$ cat src/rtl/fnd_pkg.sv
package fnd_pkg;
  typedef enum logic [1:0] {
    EV_NONE = 2'd0,
    EV_RISE = 2'd1,
    EV_FALL = 2'd2
  } edge_kind_e;
endpackage

$ cat src/rtl/fnd_phase_acc.sv
module fnd_phase_acc #(
  parameter int ACC_MOD = 1944,
  parameter int INC     = 125,
  localparam int AW     = $clog2(ACC_MOD),
  localparam int SW     = AW + 1
) (
  input  logic          clk_i,
  input  logic          rst_ni,
  input  logic          en_i,
  output logic [AW-1:0] acc_o,
  output logic [SW-1:0] sum_o,
  output logic          wrap_o
);
  localparam logic [SW-1:0] MOD_S = SW'(ACC_MOD);
  localparam logic [SW-1:0] INC_S = SW'(INC);

  logic [AW-1:0] acc_q, acc_d;

  always_comb begin
    sum_o  = {1'b0, acc_q} + INC_S;
    wrap_o = sum_o >= MOD_S;
    acc_d  = wrap_o ? AW'(sum_o - MOD_S) : AW'(sum_o);
  end

  always_ff @(posedge clk_i or negedge rst_ni) begin
    if (!rst_ni)   acc_q <= '0;
    else if (en_i) acc_q <= acc_d;
  end

  assign acc_o = acc_q;
endmodule

$ cat src/rtl/fnd_edge_sel.sv
module fnd_edge_sel
  import fnd_pkg::*;
#(
  parameter int ACC_MOD = 1944,
  parameter int INC     = 125,
  localparam int AW     = $clog2(ACC_MOD),
  localparam int SW     = AW + 1,
  localparam int OW     = $clog2(INC)
) (
  input  logic [AW-1:0] acc_i,
  input  logic [SW-1:0] sum_i,
  input  logic          wrap_i,
  output edge_kind_e    kind_o,
  output logic [OW-1:0] ofs_o,
  output logic          zero_o
);
  localparam int HALF = ACC_MOD / 2;
  localparam logic [SW-1:0] MOD_S  = SW'(ACC_MOD);
  localparam logic [SW-1:0] HALF_S = SW'(HALF);
  localparam logic [AW-1:0] HALF_A = AW'(HALF);

  logic          fall;
  logic [SW-1:0] res;

  // INC < HALF, so a wrap and a half crossing never share a step
  always_comb begin
    fall   = (acc_i < HALF_A) && (sum_i >= HALF_S);
    res    = '0;
    kind_o = EV_NONE;
    if (wrap_i) begin
      kind_o = EV_RISE;
      res    = sum_i - MOD_S;
    end else if (fall) begin
      kind_o = EV_FALL;
      res    = sum_i - HALF_S;
    end
    ofs_o  = OW'(res);
    zero_o = wrap_i && (res == '0);
  end
endmodule

$ cat src/rtl/fnd_out_reg.sv
module fnd_out_reg
  import fnd_pkg::*;
#(
  parameter int OW = 7
) (
  input  logic          clk_i,
  input  logic          rst_ni,
  input  logic          en_i,
  input  edge_kind_e    kind_i,
  input  logic [OW-1:0] ofs_i,
  input  logic          zero_i,
  output logic          div_clk_o,
  output logic          edge_o,
  output logic          edge_rise_o,
  output logic [OW-1:0] edge_ofs_o,
  output logic          cycle_start_o
);
  always_ff @(posedge clk_i or negedge rst_ni) begin
    if (!rst_ni) begin
      div_clk_o     <= 1'b0;
      edge_o        <= 1'b0;
      edge_rise_o   <= 1'b0;
      edge_ofs_o    <= '0;
      cycle_start_o <= 1'b0;
    end else begin
      edge_o        <= en_i && (kind_i != EV_NONE);
      edge_rise_o   <= en_i && (kind_i == EV_RISE);
      edge_ofs_o    <= (en_i && kind_i != EV_NONE) ? ofs_i : '0;
      cycle_start_o <= en_i && zero_i;
      if (en_i && kind_i == EV_RISE)      div_clk_o <= 1'b1;
      else if (en_i && kind_i == EV_FALL) div_clk_o <= 1'b0;
    end
  end
endmodule

$ cat src/rtl/frac_edge_div.sv
module frac_edge_div
  import fnd_pkg::*;
#(
  parameter int ACC_MOD = 1944,
  parameter int INC     = 125,
  localparam int AW     = $clog2(ACC_MOD),
  localparam int SW     = AW + 1,
  localparam int OW     = $clog2(INC)
) (
  input  logic          clk_i,
  input  logic          rst_ni,
  input  logic          en_i,
  output logic          div_clk_o,
  output logic          edge_o,
  output logic          edge_rise_o,
  output logic [OW-1:0] edge_ofs_o,
  output logic          cycle_start_o
);
  logic [AW-1:0] acc;
  logic [SW-1:0] sum;
  logic          wrap;
  edge_kind_e    kind;
  logic [OW-1:0] ofs;
  logic          zero;

  fnd_phase_acc #(.ACC_MOD(ACC_MOD), .INC(INC)) i_acc (
    .clk_i  (clk_i),
    .rst_ni (rst_ni),
    .en_i   (en_i),
    .acc_o  (acc),
    .sum_o  (sum),
    .wrap_o (wrap)
  );

  fnd_edge_sel #(.ACC_MOD(ACC_MOD), .INC(INC)) i_sel (
    .acc_i  (acc),
    .sum_i  (sum),
    .wrap_i (wrap),
    .kind_o (kind),
    .ofs_o  (ofs),
    .zero_o (zero)
  );

  fnd_out_reg #(.OW(OW)) i_out (
    .clk_i         (clk_i),
    .rst_ni        (rst_ni),
    .en_i          (en_i),
    .kind_i        (kind),
    .ofs_i         (ofs),
    .zero_i        (zero),
    .div_clk_o     (div_clk_o),
    .edge_o        (edge_o),
    .edge_rise_o   (edge_rise_o),
    .edge_ofs_o    (edge_ofs_o),
    .cycle_start_o (cycle_start_o)
  );
endmodule

$ cat config.mk
export PLATFORM = sky130hd
export DESIGN_NAME = frac_edge_div
export DESIGN_NICKNAME = d
export VERILOG_FILES = /design/src/rtl/fnd_pkg.sv /design/src/rtl/fnd_phase_acc.sv /design/src/rtl/fnd_edge_sel.sv /design/src/rtl/fnd_out_reg.sv /design/src/rtl/frac_edge_div.sv
export SDC_FILE = /design/constraint.sdc
export NUM_CORES = 1
export LEC_CHECK = 0
export BUFFER_PORTS_ARGS = -buffer_cell sky130_fd_sc_hd__buf_2
export CORE_ASPECT_RATIO = 0.5
export CORE_MARGIN = 1.5
export CORE_UTILIZATION = 55
export CTS_BUF_LIST = sky130_fd_sc_hd__clkbuf_8
export CTS_CLUSTER_DIAMETER = 150
export DETAILED_ROUTE_END_ITERATION = 8
export GPL_TIMING_DRIVEN = 0
export HOLD_SLACK_MARGIN = 0.08
export PLACE_DENSITY_LB_ADDON = 0.12
export SETUP_SLACK_MARGIN = 0.4
export SLEW_MARGIN = 20
export SYNTH_ARGS = -nofsm -noshare
export SYNTH_HDL_FRONTEND = slang
export SYNTH_HIERARCHICAL = 1
export SYNTH_SLANG_ARGS = --single-unit
$ cat constraint.sdc
create_clock -name clk_i -period 4.5 [get_ports clk_i]
set_clock_uncertainty 0.1 [all_clocks]
set_input_delay 0.675 -clock clk_i [delete_from_list [all_inputs] [get_ports clk_i]]
set_output_delay 0.675 -clock clk_i [all_outputs]
set_load 0.02 [all_outputs]
==> flow_metrics.env <==
export IMPL_die_outline_height_um=45.9
export IMPL_startpoint_type="flop"
export IMPL_max_clock_path_buffers=2
export IMPL_die_x_um=88.9
export IMPL_final_cell_area_um2=2230
export IMPL_place_hpwl_mm=3.53
export IMPL_hold_violation_count_in_the_final_report=0
export IMPL_grt_first_pass_wirelength_mm=7.52
export IMPL_final_max_slew_violation_count=0
export IMPL_post_route_drc_count=0
export IMPL_critPathTopFamily="simple AND/OR/NAND/NOR gates"
export IMPL_synth_cell_types=68
export IMPL_firstDrtPassIters=4
export IMPL_postcts_resize_cnt=0
export IMPL_io_pin_count=14
export IMPL_route_vias_total=1850
export IMPL_tightestPinTransition_ns=0.532
export IMPL_timing_critical_path_fanout_max=10
export IMPL_post_synth_top_area_cell="sky130_fd_sc_hd__dfrtp_1"
export IMPL_yosysTopAreaCellShare=0.271
export IMPL_min_period_ns=3.87
export IMPL_gp_congestion=0.897
export IMPL_synth_nets=247
export IMPL_power_leakage_uw=0.000956
export IMPL_placeableCoreArea_um2=3470
export IMPL_warning_count_from_the_yosys_run=6
export IMPL_final_util=0.642
export IMPL_final_cells=306
export IMPL_maxClockFrequency_mhz=258
export IMPL_cts_tree="done"
export IMPL_worst_setup_hold_path_clk_slew_ns=0.08
export IMPL_core_rowCount=15
export IMPL_path_cells="ha_1 > buf_2 > or3_1 > clkbuf_1 > nor4_1 > or4_1 > and2_4 > buf_6 > a21oi_4 > inv_2 > buf_1 > a221oi_2 > a31oi_1 > nor4_2 > and2_1"
export IMPL_setup_total_negative_slack_ns=0
export IMPL_antenna_cells=0
export IMPL_unrepaired_setup_endpoints_after_global_routing="false"
export IMPL_finalSetupViolCount=0
export IMPL_ir_worst_vdd_v=0.000278
export IMPL_timing_critical_path_required_ns=4.61
export IMPL_number_of_fillers_in_the_final_layout=291
export IMPL_relSlewSlack=0.645
export IMPL_area_growth_pct=9.87
export IMPL_cp_slowest_stage_delay_ns=0.55
export IMPL_crit_slowest_cell="sky130_fd_sc_hd__dfrtp_1"
export IMPL_cts_post_setup_buffers_inserted=0
export IMPL_timing_critical_path_to_type="flop"
export IMPL_worstPathBufferInverterCount=5
export IMPL_postSynth_asyncResetShare=1.00
export IMPL_post_drt_via_cell_ratio=6.05
export IMPL_drtIter0Drc=115
export IMPL_antenna_found_initial=0
export IMPL_placed_cells_incl_taps=302
export IMPL_synth_top_cells_by_area="sky130_fd_sc_hd__dfrtp_1 (27%), sky130_fd_sc_hd__nand2_1 (4.8%), sky130_fd_sc_hd__ha_1 (3.7%)"
export IMPL_ys_seq_elements=22
export IMPL_cts_sink_count=22
export IMPL_all_layer_global_routing_usage=0.246
export IMPL_timing_worst_setup_path_type="flop to flop"
export IMPL_port_buffers=13
export IMPL_placed_cell_area_um2=2160
export IMPL_post_route_cells_drive_above_1_share=0.204
export IMPL_grt_pass1_vias=1546
export IMPL_wl_per_cell_um=15.3
export IMPL_finish_net_count=265
export IMPL_cts_inserted_buffers=3
export IMPL_synth_edf_count=0
export IMPL_period_share=0.861
export IMPL_initial_utilization=0.584
export IMPL_drv_max_cap_violation_count=0
export IMPL_htree_num_levels=1
export IMPL_cellPowerDensity_nw_per_um2=854
export IMPL_hold_path_class="input port to asynchronous set/reset pin"
export IMPL_pin_count_of_the_biggest_net_entering_global_routing=23
export IMPL_worstPathArrival_ns=3.98
export IMPL_cts_hold_repair_buffers=0
export IMPL_globalRoute_totalOverflow=0
export IMPL_drtAntennaViolNets=0
export IMPL_syn_area_um2=2030
export IMPL_syn_mean_instance_area_um2=8.52
export IMPL_cts_root_buffer="sky130_fd_sc_hd__clkbuf_8"
export IMPL_syn_inst=238
export IMPL_drt_total_wl_mm=4.70
export IMPL_seq_area_frac_synth=0.271
export IMPL_clock_latency_ns=0.27
export IMPL_dominantRegCellSynth="sky130_fd_sc_hd__dfrtp_1"
export IMPL_run_status="finished clean"
export IMPL_die_area_um2=4080
## area by class of cell
type                            count  area, um2  area share
Buffer                             21        129      0.0578
Inverter                            7       26.3      0.0118
Clock inverter                      1       30.0      0.0135
Multi-Input combinational cell    188       1320       0.593
Sequential cell                    22        551       0.247
Timing Repair Buffer               13       65.1      0.0292
Clock buffer                        3       41.3      0.0185
Tap cell                           51       63.8      0.0286
## cell usage after synthesis, types with 5 or more instances
library cell,instances
sky130_fd_sc_hd__nor3_1,7
sky130_fd_sc_hd__clkbuf_1,8
sky130_fd_sc_hd__inv_1,6
sky130_fd_sc_hd__and2_1,11
sky130_fd_sc_hd__xnor2_1,7
sky130_fd_sc_hd__nand3_1,5
sky130_fd_sc_hd__a21oi_1,10
sky130_fd_sc_hd__nand2_1,26
sky130_fd_sc_hd__o21ai_0,6
sky130_fd_sc_hd__dfrtp_1,22
sky130_fd_sc_hd__ha_1,6
sky130_fd_sc_hd__nor2_1,15
sky130_fd_sc_hd__xor2_1,5
sky130_fd_sc_hd__mux2i_1,5
## path summary, 6_finish.rpt
check	startpoint	to	slack [ns]	cells past startpoint
max in group asynchronous	rst_ni	i_out/cycle_start_o	3.71	1
setup / recovery	i_acc/acc_o[0]	i_out/cycle_start_o	0.63	15
min in group clk_i	i_out/div_clk_o	i_out/div_clk_o	0.43	1
setup reg to reg	i_acc/acc_o[0]	i_out/cycle_start_o	0.63	15
hold / removal	rst_ni	i_acc/acc_o[2]	0.26	1
hold reg to reg	i_out/div_clk_o	i_out/div_clk_o	0.43	1
## sequential cells by signal, indices dropped and copies added, names as in the netlist
name,cells
i_out/edge_o,1
i_out/cycle_start_o,1
i_acc/acc_o,11
i_out/edge_rise_o,1
i_out/div_clk_o,1
i_out/edge_ofs_o,7
## cell usage in the layout, fill, tap and decap left out, drive strengths merged, types with 2 or more instances in the layout
master  netlist  layout
and3          2       2
nand2        26      26
xor2          5       5
a21oi        13      13
nor2         15      15
o31ai         2       2
o21ai         7       7
or3           5       5
xnor2         7       7
nand4b        4       4
and2         13      13
and4b         2       2
o21bai        2       2
dfrtp        22      22
nand4         4       4
mux2i         5       5
o22ai         2       2
a32oi         2       2
o21a          3       3
nand3b        2       2
a21o          2       2
nand2b        4       4
a22oi         2       2
a31oi         4       4
clkbuf        9      12
inv           7       7
nor3         10      10
a211oi        5       5
buf          12      25
nand3         5       5
nor2b         4       4
nor4          5       5
ha            6       6
a311oi        4       4
## logic make-up (layout without fill, tap and decap cells)
| family | count (synthesis) | after routing | synth area share |
|---|---|---|---|
| simple gates | 104 | 104 | 0.295 |
| compound gates | 60 | 60 | 0.238 |
| buf+inv | 28 | 45 | 0.0765 |
| flops | 22 | 22 | 0.271 |
| xor+xnor | 12 | 12 | 0.0518 |
| fa+ha+maj | 6 | 6 | 0.0370 |
| mux | 6 | 6 | 0.0302 |
## metrics by stage
step	power, uW	setup WS (ns)	hold slack (ns)
finish	1900	0.626	0.256
detailed placement	1700	0.720	0.424
global placement	1660	0.713	0.395
global route	2060	0.412	0.306
floorplan	1430	1.14	0.279
CTS	1890	0.692	0.269
## power by group
part	leakage [uW]	total, uW	internal [uW]	switching (uW)
clock	0.0000357	186	119	67.4
sequential	0.000280	345	267	77.3
combinational	0.000640	1370	556	816
## layer usage
layer	track usage	share of wire
met5	0	0
met4	0.0906	0.0085
met3	0.0507	0.065
met2	0.373	0.44
met1	0.345	0.48
Power figures use the tool's default switching activity.
